### config.mk
export PLATFORM = sky130hd
export DESIGN_NAME = sar_conv_seq
export DESIGN_NICKNAME = d
export VERILOG_FILES = /design/src/rtl/sar_pkg.sv /design/src/rtl/sar_sync_edge.sv /design/src/rtl/sar_frame_ctrl.sv /design/src/rtl/sar_approx_reg.sv /design/src/rtl/sar_conv_seq.sv
export SDC_FILE = /design/constraint.sdc
export NUM_CORES = 1
export LEC_CHECK = 0
export BUFFER_PORTS_ARGS = -buffer_cell sky130_fd_sc_hd__buf_2
export CELL_PAD_IN_SITES_DETAIL_PLACEMENT = 1
export CELL_PAD_IN_SITES_GLOBAL_PLACEMENT = 1
export CORE_AREA = 2 2 66 68
export DETAILED_ROUTE_END_ITERATION = 8
export DIE_AREA = 0 0 68 70
export HOLD_SLACK_MARGIN = 0.1
export PLACE_DENSITY = 0.81
export SYNTH_ARGS = -nofsm -noshare
export SYNTH_HDL_FRONTEND = slang
export SYNTH_SLANG_ARGS = --single-unit
### constraint.sdc
create_clock -name clk_i -period 2.2 [get_ports clk_i]
set_clock_uncertainty 0.05 [all_clocks]
set_input_delay 0.44 -clock clk_i [delete_from_list [all_inputs] [get_ports clk_i]]
set_output_delay 0.44 -clock clk_i [all_outputs]
set_load 0.02 [all_outputs]
### src/rtl/sar_pkg.sv
package sar_pkg;
  localparam int DATA_W      = 8;
  localparam int CHAN_W      = 4;
  localparam int SAMPLE_CYC  = 4;
  localparam int STEP_CYC    = 2;
  localparam int NUM_INPUTS  = 11;
  localparam int TEST_CHAN   = 11;
  localparam int SYNC_STAGES = 2;
  localparam int FRAME_CYC   = SAMPLE_CYC + DATA_W * STEP_CYC;
  localparam int STEP_W      = $clog2(DATA_W);
endpackage

### src/rtl/sar_sync_edge.sv
module sar_sync_edge #(
  parameter int STAGES = 2
) (
  input  logic clk_i,
  input  logic rst_ni,
  input  logic async_i,
  output logic rise_o
);
  logic [STAGES-1:0] sync_q;
  logic              last_q;

  for (genvar i = 0; i < STAGES; i++) begin : g_stage
    if (i == 0) begin : g_first
      always_ff @(posedge clk_i or negedge rst_ni) begin
        if (!rst_ni) sync_q[0] <= 1'b0;
        else         sync_q[0] <= async_i;
      end
    end else begin : g_next
      always_ff @(posedge clk_i or negedge rst_ni) begin
        if (!rst_ni) sync_q[i] <= 1'b0;
        else         sync_q[i] <= sync_q[i-1];
      end
    end
  end

  always_ff @(posedge clk_i or negedge rst_ni) begin
    if (!rst_ni) last_q <= 1'b0;
    else         last_q <= sync_q[STAGES-1];
  end

  assign rise_o = sync_q[STAGES-1] & ~last_q;
endmodule

### src/rtl/sar_frame_ctrl.sv
module sar_frame_ctrl #(
  parameter int DATA_W     = 8,
  parameter int SAMPLE_CYC = 4,
  parameter int STEP_CYC   = 2,
  parameter int STEP_W     = $clog2(DATA_W)
) (
  input  logic              clk_i,
  input  logic              rst_ni,
  input  logic              start_i,
  input  logic              abort_i,
  output logic              busy_o,
  output logic              go_o,
  output logic              trial_o,
  output logic              decide_o,
  output logic              done_o,
  output logic              eoc_o,
  output logic [STEP_W-1:0] step_o
);
  localparam int FRAME_CYC = SAMPLE_CYC + DATA_W * STEP_CYC;
  localparam int CNT_W     = $clog2(FRAME_CYC);
  localparam logic [CNT_W-1:0] SAMPLE_C = CNT_W'(SAMPLE_CYC);
  localparam logic [CNT_W-1:0] STEP_C   = CNT_W'(STEP_CYC);
  localparam logic [CNT_W-1:0] LAST_C   = CNT_W'(FRAME_CYC - 1);

  logic [CNT_W-1:0] cnt_q;
  logic [CNT_W-1:0] offs;
  logic             busy_q;
  logic             eoc_q;
  logic             last;

  assign offs     = cnt_q - SAMPLE_C;
  assign trial_o  = busy_q && (cnt_q >= SAMPLE_C);
  assign step_o   = STEP_W'(offs / STEP_C);
  // decision is taken on the last clock of each step
  assign decide_o = trial_o && ((offs % STEP_C) == (STEP_C - CNT_W'(1)));
  assign last     = busy_q && (cnt_q == LAST_C);
  assign go_o     = start_i && !busy_q && !abort_i;
  assign done_o   = last && !abort_i;
  assign busy_o   = busy_q;
  assign eoc_o    = eoc_q;

  always_ff @(posedge clk_i or negedge rst_ni) begin
    if (!rst_ni) begin
      busy_q <= 1'b0;
      cnt_q  <= '0;
    end else if (abort_i) begin
      busy_q <= 1'b0;
      cnt_q  <= '0;
    end else if (busy_q) begin
      if (last) begin
        busy_q <= 1'b0;
        cnt_q  <= '0;
      end else begin
        cnt_q <= cnt_q + CNT_W'(1);
      end
    end else if (start_i) begin
      busy_q <= 1'b1;
      cnt_q  <= '0;
    end
  end

  always_ff @(posedge clk_i or negedge rst_ni) begin
    if (!rst_ni)     eoc_q <= 1'b1;
    else if (go_o)   eoc_q <= 1'b0;
    else if (done_o) eoc_q <= 1'b1;
  end
endmodule

### src/rtl/sar_approx_reg.sv
module sar_approx_reg #(
  parameter int DATA_W = 8,
  parameter int STEP_W = $clog2(DATA_W)
) (
  input  logic              clk_i,
  input  logic              rst_ni,
  input  logic              go_i,
  input  logic              busy_i,
  input  logic              trial_i,
  input  logic              decide_i,
  input  logic              done_i,
  input  logic [STEP_W-1:0] step_i,
  input  logic              cmp_i,
  output logic [DATA_W-1:0] dac_code_o,
  output logic [DATA_W-1:0] result_o
);
  localparam logic [STEP_W-1:0] TOP_BIT = STEP_W'(DATA_W - 1);

  logic [DATA_W-1:0] kept_q;
  logic [DATA_W-1:0] result_q;
  logic [DATA_W-1:0] mask;
  logic [DATA_W-1:0] trial_code;

  assign mask       = trial_i ? (DATA_W'(1) << (TOP_BIT - step_i)) : '0;
  assign trial_code = kept_q | mask;
  assign dac_code_o = busy_i ? trial_code : '0;
  assign result_o   = result_q;

  always_ff @(posedge clk_i or negedge rst_ni) begin
    if (!rst_ni)                 kept_q <= '0;
    else if (go_i)               kept_q <= '0;
    else if (decide_i && cmp_i)  kept_q <= trial_code;
  end

  always_ff @(posedge clk_i or negedge rst_ni) begin
    if (!rst_ni)     result_q <= '0;
    else if (done_i) result_q <= cmp_i ? trial_code : kept_q;
  end
endmodule

### src/rtl/sar_conv_seq.sv
module sar_conv_seq
  import sar_pkg::*;
#(
  parameter int P_DATA_W      = DATA_W,
  parameter int P_CHAN_W      = CHAN_W,
  parameter int P_SAMPLE_CYC  = SAMPLE_CYC,
  parameter int P_STEP_CYC    = STEP_CYC,
  parameter int P_NUM_INPUTS  = NUM_INPUTS,
  parameter int P_TEST_CHAN   = TEST_CHAN,
  parameter int P_SYNC_STAGES = SYNC_STAGES
) (
  input  logic                clk_i,
  input  logic                rst_ni,
  input  logic                start_req_i,
  input  logic                abort_req_i,
  input  logic [P_CHAN_W-1:0] chan_i,
  input  logic                cmp_i,
  output logic [P_DATA_W-1:0] dac_code_o,
  output logic [P_CHAN_W-1:0] mux_sel_o,
  output logic [P_DATA_W-1:0] result_o,
  output logic                eoc_o
);
  localparam int P_STEP_W = $clog2(P_DATA_W);

  logic                start_rise;
  logic                abort_rise;
  logic                busy;
  logic                go;
  logic                trial;
  logic                decide;
  logic                done;
  logic [P_STEP_W-1:0] step;
  logic [P_CHAN_W-1:0] chan_q;

  sar_sync_edge #(.STAGES(P_SYNC_STAGES)) u_start_sync (
    .clk_i  (clk_i),
    .rst_ni (rst_ni),
    .async_i(start_req_i),
    .rise_o (start_rise)
  );

  sar_sync_edge #(.STAGES(P_SYNC_STAGES)) u_abort_sync (
    .clk_i  (clk_i),
    .rst_ni (rst_ni),
    .async_i(abort_req_i),
    .rise_o (abort_rise)
  );

  sar_frame_ctrl #(
    .DATA_W    (P_DATA_W),
    .SAMPLE_CYC(P_SAMPLE_CYC),
    .STEP_CYC  (P_STEP_CYC),
    .STEP_W    (P_STEP_W)
  ) u_frame (
    .clk_i   (clk_i),
    .rst_ni  (rst_ni),
    .start_i (start_rise),
    .abort_i (abort_rise),
    .busy_o  (busy),
    .go_o    (go),
    .trial_o (trial),
    .decide_o(decide),
    .done_o  (done),
    .eoc_o   (eoc_o),
    .step_o  (step)
  );

  sar_approx_reg #(
    .DATA_W(P_DATA_W),
    .STEP_W(P_STEP_W)
  ) u_sar (
    .clk_i     (clk_i),
    .rst_ni    (rst_ni),
    .go_i      (go),
    .busy_i    (busy),
    .trial_i   (trial),
    .decide_i  (decide),
    .done_i    (done),
    .step_i    (step),
    .cmp_i     (cmp_i),
    .dac_code_o(dac_code_o),
    .result_o  (result_o)
  );

  always_ff @(posedge clk_i or negedge rst_ni) begin
    if (!rst_ni)  chan_q <= '0;
    else if (go)  chan_q <= chan_i;
  end

  // every code above the last analog input routes to the test level
  assign mux_sel_o = (chan_q < P_CHAN_W'(P_NUM_INPUTS)) ? chan_q : P_CHAN_W'(P_TEST_CHAN);
endmodule

[Yosys cells after proc, flatten, opt, wreduce, memory -nomap -nowiden]
Cells that the tools add are included.
Storage, ports and cells
  bits in registers: 33
  bits of input ports: 9
  output and inout port bits: 21
Operators by class
  add/subtract/negate cells: 3
  order comparisons: 2
  equal/unequal tests: 1
  shifts and indexed selects: 1
  muxes and demuxes: 16
  bitwise logic cells: 5
  reductions and logical operators: 12
Operators by type and width (number)
  $mux 8: 5
  $mux 5: 4
  $or 8x8->8: 1
  $shl 1x3->8 const A: 1
  $logic_and 1x1->1: 7
  $mux 1: 6
  $add 5x1->5 const B: 1
  $eq 5x5->1 const B: 1
  $ge 5x3->1 const B: 1
  $lt 4x4->1 const B: 1
  $mux 4: 1
  $reduce_bool 2->1: 2
  $sub 4x3->4 const B: 1
  $reduce_bool 3->1: 1
  $sub 3x3->3 const A: 1
  $and 1x1->1: 2
  $logic_not 1->1: 2
  $not 1->1: 2

[Depth between registers and ports, before layout]
Gate-level depths: netlist of run 1.
  depth in word-level cells: 7
  gate-level depth with buffers: 6

[Modules after synthesis]
A second synthesis of run 1 with hierarchy kept.
Unflattened totals
  cell total of the unflattened synthesis: 150
  area, all modules: 1691.6 sq um
By module, submodules not included
  sar_approx_reg: instances 1, cells an instance 79, area an instance 877.1 sq um, seq. area each 400.4 sq um
  sar_frame_ctrl: instances 1, cells an instance 51, area an instance 466.7 sq um, seq. area each 176.4 sq um
  sar_sync_edge: instances 2, cells an instance 4, area an instance 88.8 sq um, seq. area each 75.1 sq um
  sar_conv_seq: instances 1, cells an instance 12, area an instance 170.2 sq um, seq. area each 100.1 sq um

[Least setup slack after synthesis of run 1]
OpenSTA, ideal clock, no wires.
  path type: register to output
  start: register u_frame.cnt_q[2]
  end: output port dac_code_o[0]
  arrival: 1450 ps
  required time: 1710 ps
  setup slack: 260 ps
  stages on the path, launching flop included: 7
  buffers on the path: 1
  path through: dfrtp_1 > inv_1 > ha_1 > clkbuf_1 > inv_1 > a31oi_1 > nor2b_1
Between the ends
  word-level cells in the longest chain between the ends: 6
RTL lines
  start: declaration: line sar_frame_ctrl.sv:25  | logic [CNT_W-1:0] cnt_q;
  start signal: assignment: line sar_frame_ctrl.sv:54  | cnt_q <= cnt_q + CNT_W'(1);
  $sub 4x3->4: line sar_frame_ctrl.sv:31  | assign offs = cnt_q - SAMPLE_C;
  $sub 3x3->3: line sar_approx_reg.sv:24  | assign mask = trial_i ? (DATA_W'(1) << (TOP_BIT - step_i)) : '0;
  $shl 1x3->8: line sar_approx_reg.sv:24
  $mux 8 *: line sar_approx_reg.sv:24
  $or 8x8->8 *: line sar_approx_reg.sv:25  | assign trial_code = kept_q | mask;
  $mux 8 *: line sar_approx_reg.sv:26  | assign dac_code_o = busy_i ? trial_code : '0;
  end: declaration: line sar_conv_seq.sv:18  | output logic [P_DATA_W-1:0] dac_code_o,
Every way passes the cells marked *; elsewhere a longest branch is shown, timed or not.

[Final worst setup path of run 1]
  start: register u_frame.cnt_q[2]
  end: output port dac_code_o[1]
The elaborated chain is that of the path after synthesis.

==> metrics list, run 1 <==
- The run finished with clean final reports.
* Deepest level of the CTS H-tree: 2
- Leaving out filler cells and counting taps, the final layout contains 246.
- Worst Path Buf+Inv: 1
* Min Tclk post-route: 2.19 ns
- After Yosys synthesis, full adders, half adders and majority gates account for 3.83% of the synthesized area.
- Per-cell routed wire length: 17.8 microns
- Total half-perimeter wirelength after legalization and detailed placement: 2940 microns
- Commonest cells after routing, fill and taps aside: dfrtp_1, buf_2, buf_4
- For this run, the leading register cell type out of synthesis is dfrtp_1.
* Total design power: 1.47 mW
- Gate count of the mapped netlist: 152
- Inst Count DP: 230
* Final number of hold-violating endpoints: 0
- Worst IR drop on VDD: 0.418 mV
* Clk buf depth: 2
* Area of the mapped netlist: 1630 sq um
* Switching pwr: 0.445 mW
* Finished Core Util: 49.3%
- During synthesis, Yosys emitted a total of 0 warnings.
* Port-buffer cells: 29
- Maximum number of pins on one net before global-route repair: 34
* Vias per cell: 5.50
- Placement Setup Slack: 0.157 ns
- Vias after detailed routing: 1354
- After Yosys synthesis, and, or, nand and nor cells account for 19.9% of the synthesized area.
- The clock reaches the later pin of the worst-skew pair after 0.28 ns.
* GRT Residual Overflow: 0
- By area the synthesized netlist is led by dfrtp_1, nor2b_1, a21oi_1.
- Dominant delay contributor by cell family on the critical path: compound AO/OA/AOI/OAI gates
- Max-slew violation count: 0
- Setup violations remaining at the end of the flow were counted as 0.
* Most common cell after layout, fill and taps aside: dfrtp_1
- The post-route netlist has 38.1% of its cells at a drive strength greater than 1.
* Root buf cell: clkbuf_8
- Number of remaining DRC errors: 0
- In the final layout, the multi-input gates occupy 782 sq um.
* Antenna violations before repair: 0
- Category of the worst setup path capture point: output pin
- Summing the areas of all compound-gate instances in the mapped netlist gives 15.5% of the synthesized area.
- Xor/xnor cell area share of the yosys netlist: 0.537%
- STA puts the critical path data arrival time at 1.70 ns.
- Data on the critical path is required at its endpoint by 1.71 ns.
- Setup repair after global routing could not meet its margin everywhere.
* Ratio of total power to cell area: 718 nW/um^2
- At the pin with the least slew margin, the transition time is 0.754 ns.
* Cell taking the most area after synthesis: dfrtp_1
- TritonCTS built the clock tree.
- The die covers 4760 sq um.
- Total wire length: 4380 microns
* Nets in the synthesized netlist: 166
* Die width: 68 microns
- Among all stages on the critical path, the largest delay is contributed by dfrtp_2.
- Routability-driven placement finished with a final weighted congestion of 0.841.
- Global routing consumed, over all layers together, 20.0% of the routing resources.
- For this run, the detailed router's first-pass iteration total came to 4.
* Path type of the worst min-delay path: in -> async
* Switching Share: 30.4%
* Relative contribution of combinational cells to total power: 23.7%
- Static timing analysis puts the maximum clock frequency at 0.457 GHz.
* Clock network fraction of design power: 29.3%
- The worst setup path is launched from a flop.
- Cell-internal power: 1.02 mW
- 30 I/O pins were placed.
* Crit-path max FO: 5
- The first routing iteration left 83 violations.
- Area delta synth->final: 25.2%
* Setup slack on the worst flop-to-flop path: 0.43 ns
- Counting flops with an async set or reset pin after synthesis yields a share of 100%.
- Walking the worst path, the cells encountered are ha_4 -> a211o_4 -> a31oi_1 -> nor2b_1 -> buf_2.
- Average footprint of a synthesized cell: 10.7 sq um
- Worst rel slew slack: 49.7%
- Final #Nets: 207
- Leakage power figure: 0.934 nW
- In this run, flip-flops and latches consume 46.9% of the power.
- After synthesis, the largest family of logic cells by area is simple AND/OR/NAND/NOR gates.
* Height of the die: 70 microns
- Number of enable flip-flop cells after synthesis: 0
- Final worst-path cycle share: 99.6%
- For this run, the slowest stage of the critical path takes 0.46 ns.
- Sequential standard cell area: 831 sq um
- Summing the sequential cell areas from Yosys gives 50.7% of the chip area.
- Clock slew at the register clock pins of the worst setup and hold paths: 0.07 ns
* Antenna-violating nets left: 0
- The setup path with the least slack is of type reg -> out.
- Maximum capacitance violations: 0
* Wire length of the first global-routing pass: 7090 microns
- Of the post-synthesis cell area, the dominant cell type holds 49.1%.
- The floorplan has 24 rows.
- Final-layout fill cell count: 473
- The netlist uses 37 different library cells.
* Initial core utilization: 39.4%
- # diodes: 0
* Number of clock sinks: 33
* Post-route setup slack: 0.00985 ns
* Count of hold-fix buffers inserted at cts: 0
* Placeable Area: 4140 sq um
- Synthesis inferred 33 register bits.
- After synthesis, the share of cell area in mux cells is 4.29%.
- Clock tree synthesis inserted a total of 5 buffers.
* Number of global-route vias before repair: 1473
==> registers in the layout, summed over array words and instances (netlist names) <==
signal,count
chan_q,4
u_abort_sync.last_q,1
u_abort_sync.sync_q,2
u_frame.busy_o,1
u_frame.cnt_q,5
u_frame.eoc_o,1
u_sar.kept_q,8
u_sar.result_o,8
u_start_sync.last_q,1
u_start_sync.sync_q,2
==> stage by stage <==
stage               area (sq um)  setup TNS (ns)  hold WS (ns)
finish                      2040               0         0.173
floorplan                   1630               0        0.0944
global placement            1830               0         0.282
global route                2040         -0.0694         0.207
detailed placement          1830               0         0.290
CTS                         1960               0         0.201
==> cell families after synthesis <==
family | count (synthesis)
AND/OR/NAND/NOR | 49
AO/OA/AOI/OAI | 42
flip-flops | 33
buffers and inverters | 16
multiplexers | 6
adder cells (fa/ha/maj) | 5
XOR/XNOR | 1
==> layout make-up <==
cell class                      instances  area share [%]
Tap cell                               52            3.18
Timing Repair Buffer                   43            12.7
Clock buffer                            8            3.92
Multi-Input combinational cell        103            38.3
Inverter                                7            1.29
Sequential cell                        33            40.7
==> power groups by stage <==
stage / combinational [mW] / sequential (mW) / clock, mW
CTS: 0.320 / 0.687 / 0.443
global placement: 0.269 / 0.705 / 0
global route: 0.378 / 0.694 / 0.474
finish: 0.348 / 0.688 / 0.430
detailed placement: 0.279 / 0.709 / 0
floorplan: 0.201 / 0.692 / 0
==> cell usage after synthesis (2+ instances only) <==
library cell   n
dfrtp_1       32
a21oi_1       13
nor2b_1       11
a31oi_1       10
nor2_1        10
o21ai_0        9
inv_1          7
nand3_1        7
ha_1           5
a2bb2oi_1      4
clkbuf_1       4
mux2_2         4
nor3_1         4
buf_6          3
a21o_1         2
and2_1         2
buf_2          2
nand2_1        2
nor2b_4        2
o22ai_1        2
==> final timing paths <==
kind	start	end	depth (start not counted)
max	u_frame.cnt_q[2]$_DFFE_PN0P_	dac_code_o[1]	5
min	rst_ni	u_sar.kept_q[1]$_DFFE_PN0P_	1
max reg2reg	u_frame.cnt_q[3]$_DFFE_PN0P_	u_sar.result_o[2]$_DFFE_PN0P_	7
min reg2reg	u_abort_sync.sync_q[0]$_DFF_PN0_	u_abort_sync.sync_q[1]$_DFF_PN0_	0
max in group asynchronous	rst_ni	u_frame.cnt_q[2]$_DFFE_PN0P_	1
min in group clk_i	start_req_i	u_start_sync.sync_q[0]$_DFF_PN0_	1
==> what timing repair did <==
action,in CTS,in global routing
gates resized for setup,5,14
setup endpoints to repair,6,6
setup buffers,5,3
hold endpoints to repair,0,0
pin swaps,1,5
cloned,0,0
==> routing by layer <==
metal  vias to the layer above  GRT usage (%)  share of wire (%)
met1                       680           23.7                 39
li1                        617              -                  -
met4                         0           7.56                2.3
met5                         -              0                  0
met2                        45           33.9                 53
met3                        12           5.31                4.9
Power figures use the tool's default switching activity.
==> run 2: changes to the inputs <==
BUFFER_PORTS_ARGS = default   (was -buffer_cell sky130_fd_sc_hd__buf_2)
CORE_AREA = 2 2 62 64   (was 2 2 66 68)
DIE_AREA = 0 0 64 66   (was 0 0 68 70)
DONT_BUFFER_PORTS = 1   (was default)
REMOVE_ABC_BUFFERS = 1   (was default)
==> run 2 against run 1 <==
Against the previous run: the flow now finishes with violations (setup timing); cell count shrank 8.1%; total power grew 5.5%; fmax shrank 1.3%; clock-buffer cell count shrank 2; global-route usage grew 2.3 points; flip-flop and latch count is the same; largest power group unchanged; register-to-register slack lost 0.04 ns; worst hold slack gained 0.016 ns; via count shrank 3.1%; first-iteration DRC count shrank 3.6%.
==> metrics list, run 2 (synthesis results as in run 1) <==
- The count of routing violations after the opening detailed-route iteration was 80 (-3.6%).
* Worst IR drop on VDD: 0.406 mV (-2.8%)
- The leakage power was 0.902 nW (-3.4%).
- The number of iterations in the first detailed-routing pass is 4 (unchanged).
- The fmax came to 0.451 GHz (-1.3%).
* Dominant delay contributor by cell family on the critical path: compound AO/OA/AOI/OAI gates
- # diodes: 0 (unchanged)
- Max-slew violation count: 0 (unchanged)
- Maximum number of pins on one net before global-route repair: 34 (unchanged)
* Vias per cell: 5.81 (+5.5%)
- Data arrival time of the worst path: 1.73 ns (+0.03 ns)
- The slew at the pin closest to its max-slew limit was 0.474 ns (-0.281 ns).
- Most common cell after layout, fill and taps aside: dfrtp_1
- Worst Path Buf+Inv: 1 (unchanged)
* Worst Setup Start Kind: flop
- The share of final-layout standard cells stronger than drive strength 1 is 34.8% (-3.3 points).
- Sequential standard cell area: 831 sq um (unchanged)
* Clock tree from TritonCTS: built
- Min Tclk post-route: 2.22 ns (+0.0283 ns)
* Ratio of total power to cell area: 751 nW/um^2 (+4.6%)
- The worst setup path is of the reg -> out kind.
- Deepest level of the CTS H-tree: 2 (unchanged)
- Overall routing resource usage: 22.4% (+2.3 points)
- The switching share of power was 30.7% (+0.35 points).
* Final setup viols: 1 (+1)
- The maximum fanout encountered on the critical timing path is 5 (unchanged).
* Wire length of the first global-routing pass: 7020 microns (-0.97%)
* Area of combinational cells with multiple inputs: 821 sq um (+5.0%)
- Port-buffer cells: 0 (-100%)
- The post-CTS clock slew at the launch and capture registers of the worst setup and hold paths was 0.11 ns (+0.04 ns).
- Total number of placement rows: 22 (-8.3%)
- Run status: complete, but fails checks
* Category of the worst setup path capture point: output pin
- Antenna violations before repair: 0 (unchanged)
* Number of remaining DRC errors: 0 (unchanged)
* Clock Latency Late Sink: 0.35 ns (+0.07 ns)
* Failing checks: setup timing
* Cell-internal power: 1.07 mW (+4.9%)
* Inst Count DP: 202 (-12%)
* Total wire length: 4400 microns (+0.34%)
- The post-layout worst setup margin came to -0.0184 ns (-0.0283 ns).
- Commonest cells after routing, fill and taps aside: dfrtp_1, buf_4, a21oi_1
* RePlAce Congestion: 0.812 (-3.4%)
* Number of global-route vias before repair: 1387 (-5.8%)
* Final worst-path cycle share: 101% (+1.3 points)
* Vias after detailed routing: 1312 (-3.1%)
* Per-cell routed wire length: 19.4 microns (+9.2%)
* Final-layout fill cell count: 360 (-24%)
- Final number of hold-violating endpoints: 0 (unchanged)
* Number of ports placed on the die boundary: 30 (unchanged)
- The maximum clock path buffer count came to 2 (unchanged).
* Clock network fraction of design power: 32.0% (+2.7 points)
- The vertical die dimension is 66 microns (-5.7%).
- The setup slack on the worst flop-to-flop path was 0.39 ns (-0.04 ns).
- Die footprint: 4220 sq um (-11%)
- The end-of-flow core utilization was 58.0% (+8.7 points).
- The leftover overflow at the end of global routing came to 0 (unchanged).
* Worst rel slew slack: 68.4% (+19 points)
* Maximum capacitance violations: 0 (unchanged)
* Placeable Area: 3550 sq um (-14%)
- The cell sitting at the root of the clock tree is a clkbuf_4.
- The post-detailed-route count of antenna-violating nets was 0 (unchanged).
* Total half-perimeter wirelength after legalization and detailed placement: 2830 microns (-3.6%)
- The number of nets in the layout came to 191 (-7.7%).
* Worst path slowest cell: dfrtp_2
* Largest stage delay on the critical path: 0.46 ns (about the same)
- Number of clock sinks: 33 (unchanged)
- The starting utilization of the core area was 45.9% (+6.6 points).
* Required time of the critical path: 1.71 ns (about the same)
- Unrepaired setup endpoints after global routing: true
* Total design power: 1.55 mW (+5.5%)
- The die width came to 64 microns (-5.9%).
- Relative contribution of combinational cells to total power: 23.1% (-0.6 points)
* Switching pwr: 0.475 mW (+6.7%)
* Area delta synth->final: 26.2%
- Critical path cell sequence: ha_4 -> a211o_4 -> a31oi_4 -> nor2b_1 -> buf_4
- Total CTS buffers: 5 (unchanged)
- Worst hold margin: 0.189 ns (+0.0155 ns)
* Register share of total power: 44.9% (-2.0 points)
- The tightest min-delay check is of the in -> reg type.
- Number of standard cells in the final layout excluding fillers: 226 (-8.1%)
run 2: cell count changes in the layout (fill, tap and decap cells not counted), sizes merged:
cell          change
buf              -20
dlygate4sd3       +3
clkbuf            -2
bufinv            +1
clkinvlp          +1
dlymetal6s2s      +1
run 2: what timing repair did:
action,CTS,global route
hold endpoints to repair,35,0
pin swaps,4,4
hold buffers,4,0
buffers inserted,8,4
gates resized for setup,11,16
setup endpoints to repair,8,8
run 2: worst paths after layout:
path,cells after the start,endpoint,startpoint
worst min-delay path,1,chan_q[1]$_DFFE_PN0P_,chan_i[1]
worst min register to register,0,u_abort_sync.sync_q[1]$_DFF_PN0_,u_abort_sync.sync_q[0]$_DFF_PN0_
max in group asynchronous,2,u_frame.eoc_o$_DFFE_PN1P_,rst_ni
min in group asynchronous,2,u_frame.cnt_q[4]$_DFFE_PN0P_,rst_ni
worst max register to register,7,u_sar.result_o[0]$_DFFE_PN0P_,u_frame.cnt_q[3]$_DFFE_PN0P_
worst max-delay path,5,dac_code_o[0],u_frame.cnt_q[2]$_DFFE_PN0P_
run 2: area by class of cell:
type | count | share of cell area (%)
Sequential cell | 33 | 40.3
Multi-Input combinational cell | 103 | 39.9
Timing Repair Buffer | 27 | 11.1
Tap cell | 48 | 2.92
Clock buffer | 6 | 2.49
Clock inverter | 2 | 1.82
Inverter | 7 | 1.52
run 2: worst register-to-register path, cell delays in order (launching register included):
cell and delay, ns:
dfrtp_1 0.39, inv_2 0.07, buf_4 0.15, ha_4 0.28
dlymetal6s2s_1 0.18, and3b_1 0.32, nand3_1 0.10, a2bb2oi_1 0.20
run 2: routing by layer:
metal	wire length [microns]	share of wire [%]	GRT usage [%]
met5	0	0	0
met4	65	1.5	8.70
met3	270	6.1	7.67
met2	2320	53	37.5
met1	1740	40	26.3
run 2: power groups by stage:
stage	clock network (mW)	registers [mW]	logic, mW
after floorplan	0	0.704	0.175
after global placement	0	0.711	0.222
after detailed placement	0	0.717	0.231
after CTS	0.499	0.695	0.292
after global routing	0.531	0.702	0.387
final	0.495	0.695	0.357
run 2: metrics by stage:
| stage | setup WS, ns | cell area, sq um | TNS [ns] |
|---|---|---|---|
| detailed placement | 0.168 | 1720 | 0 |
| CTS | -0.0222 | 1950 | -0.0328 |
| global route | -0.0750 | 2060 | -0.287 |
| finish | -0.0184 | 2060 | -0.0184 |
| floorplan | 0.321 | 1570 | 0 |
| global placement | 0.215 | 1720 | 0 |
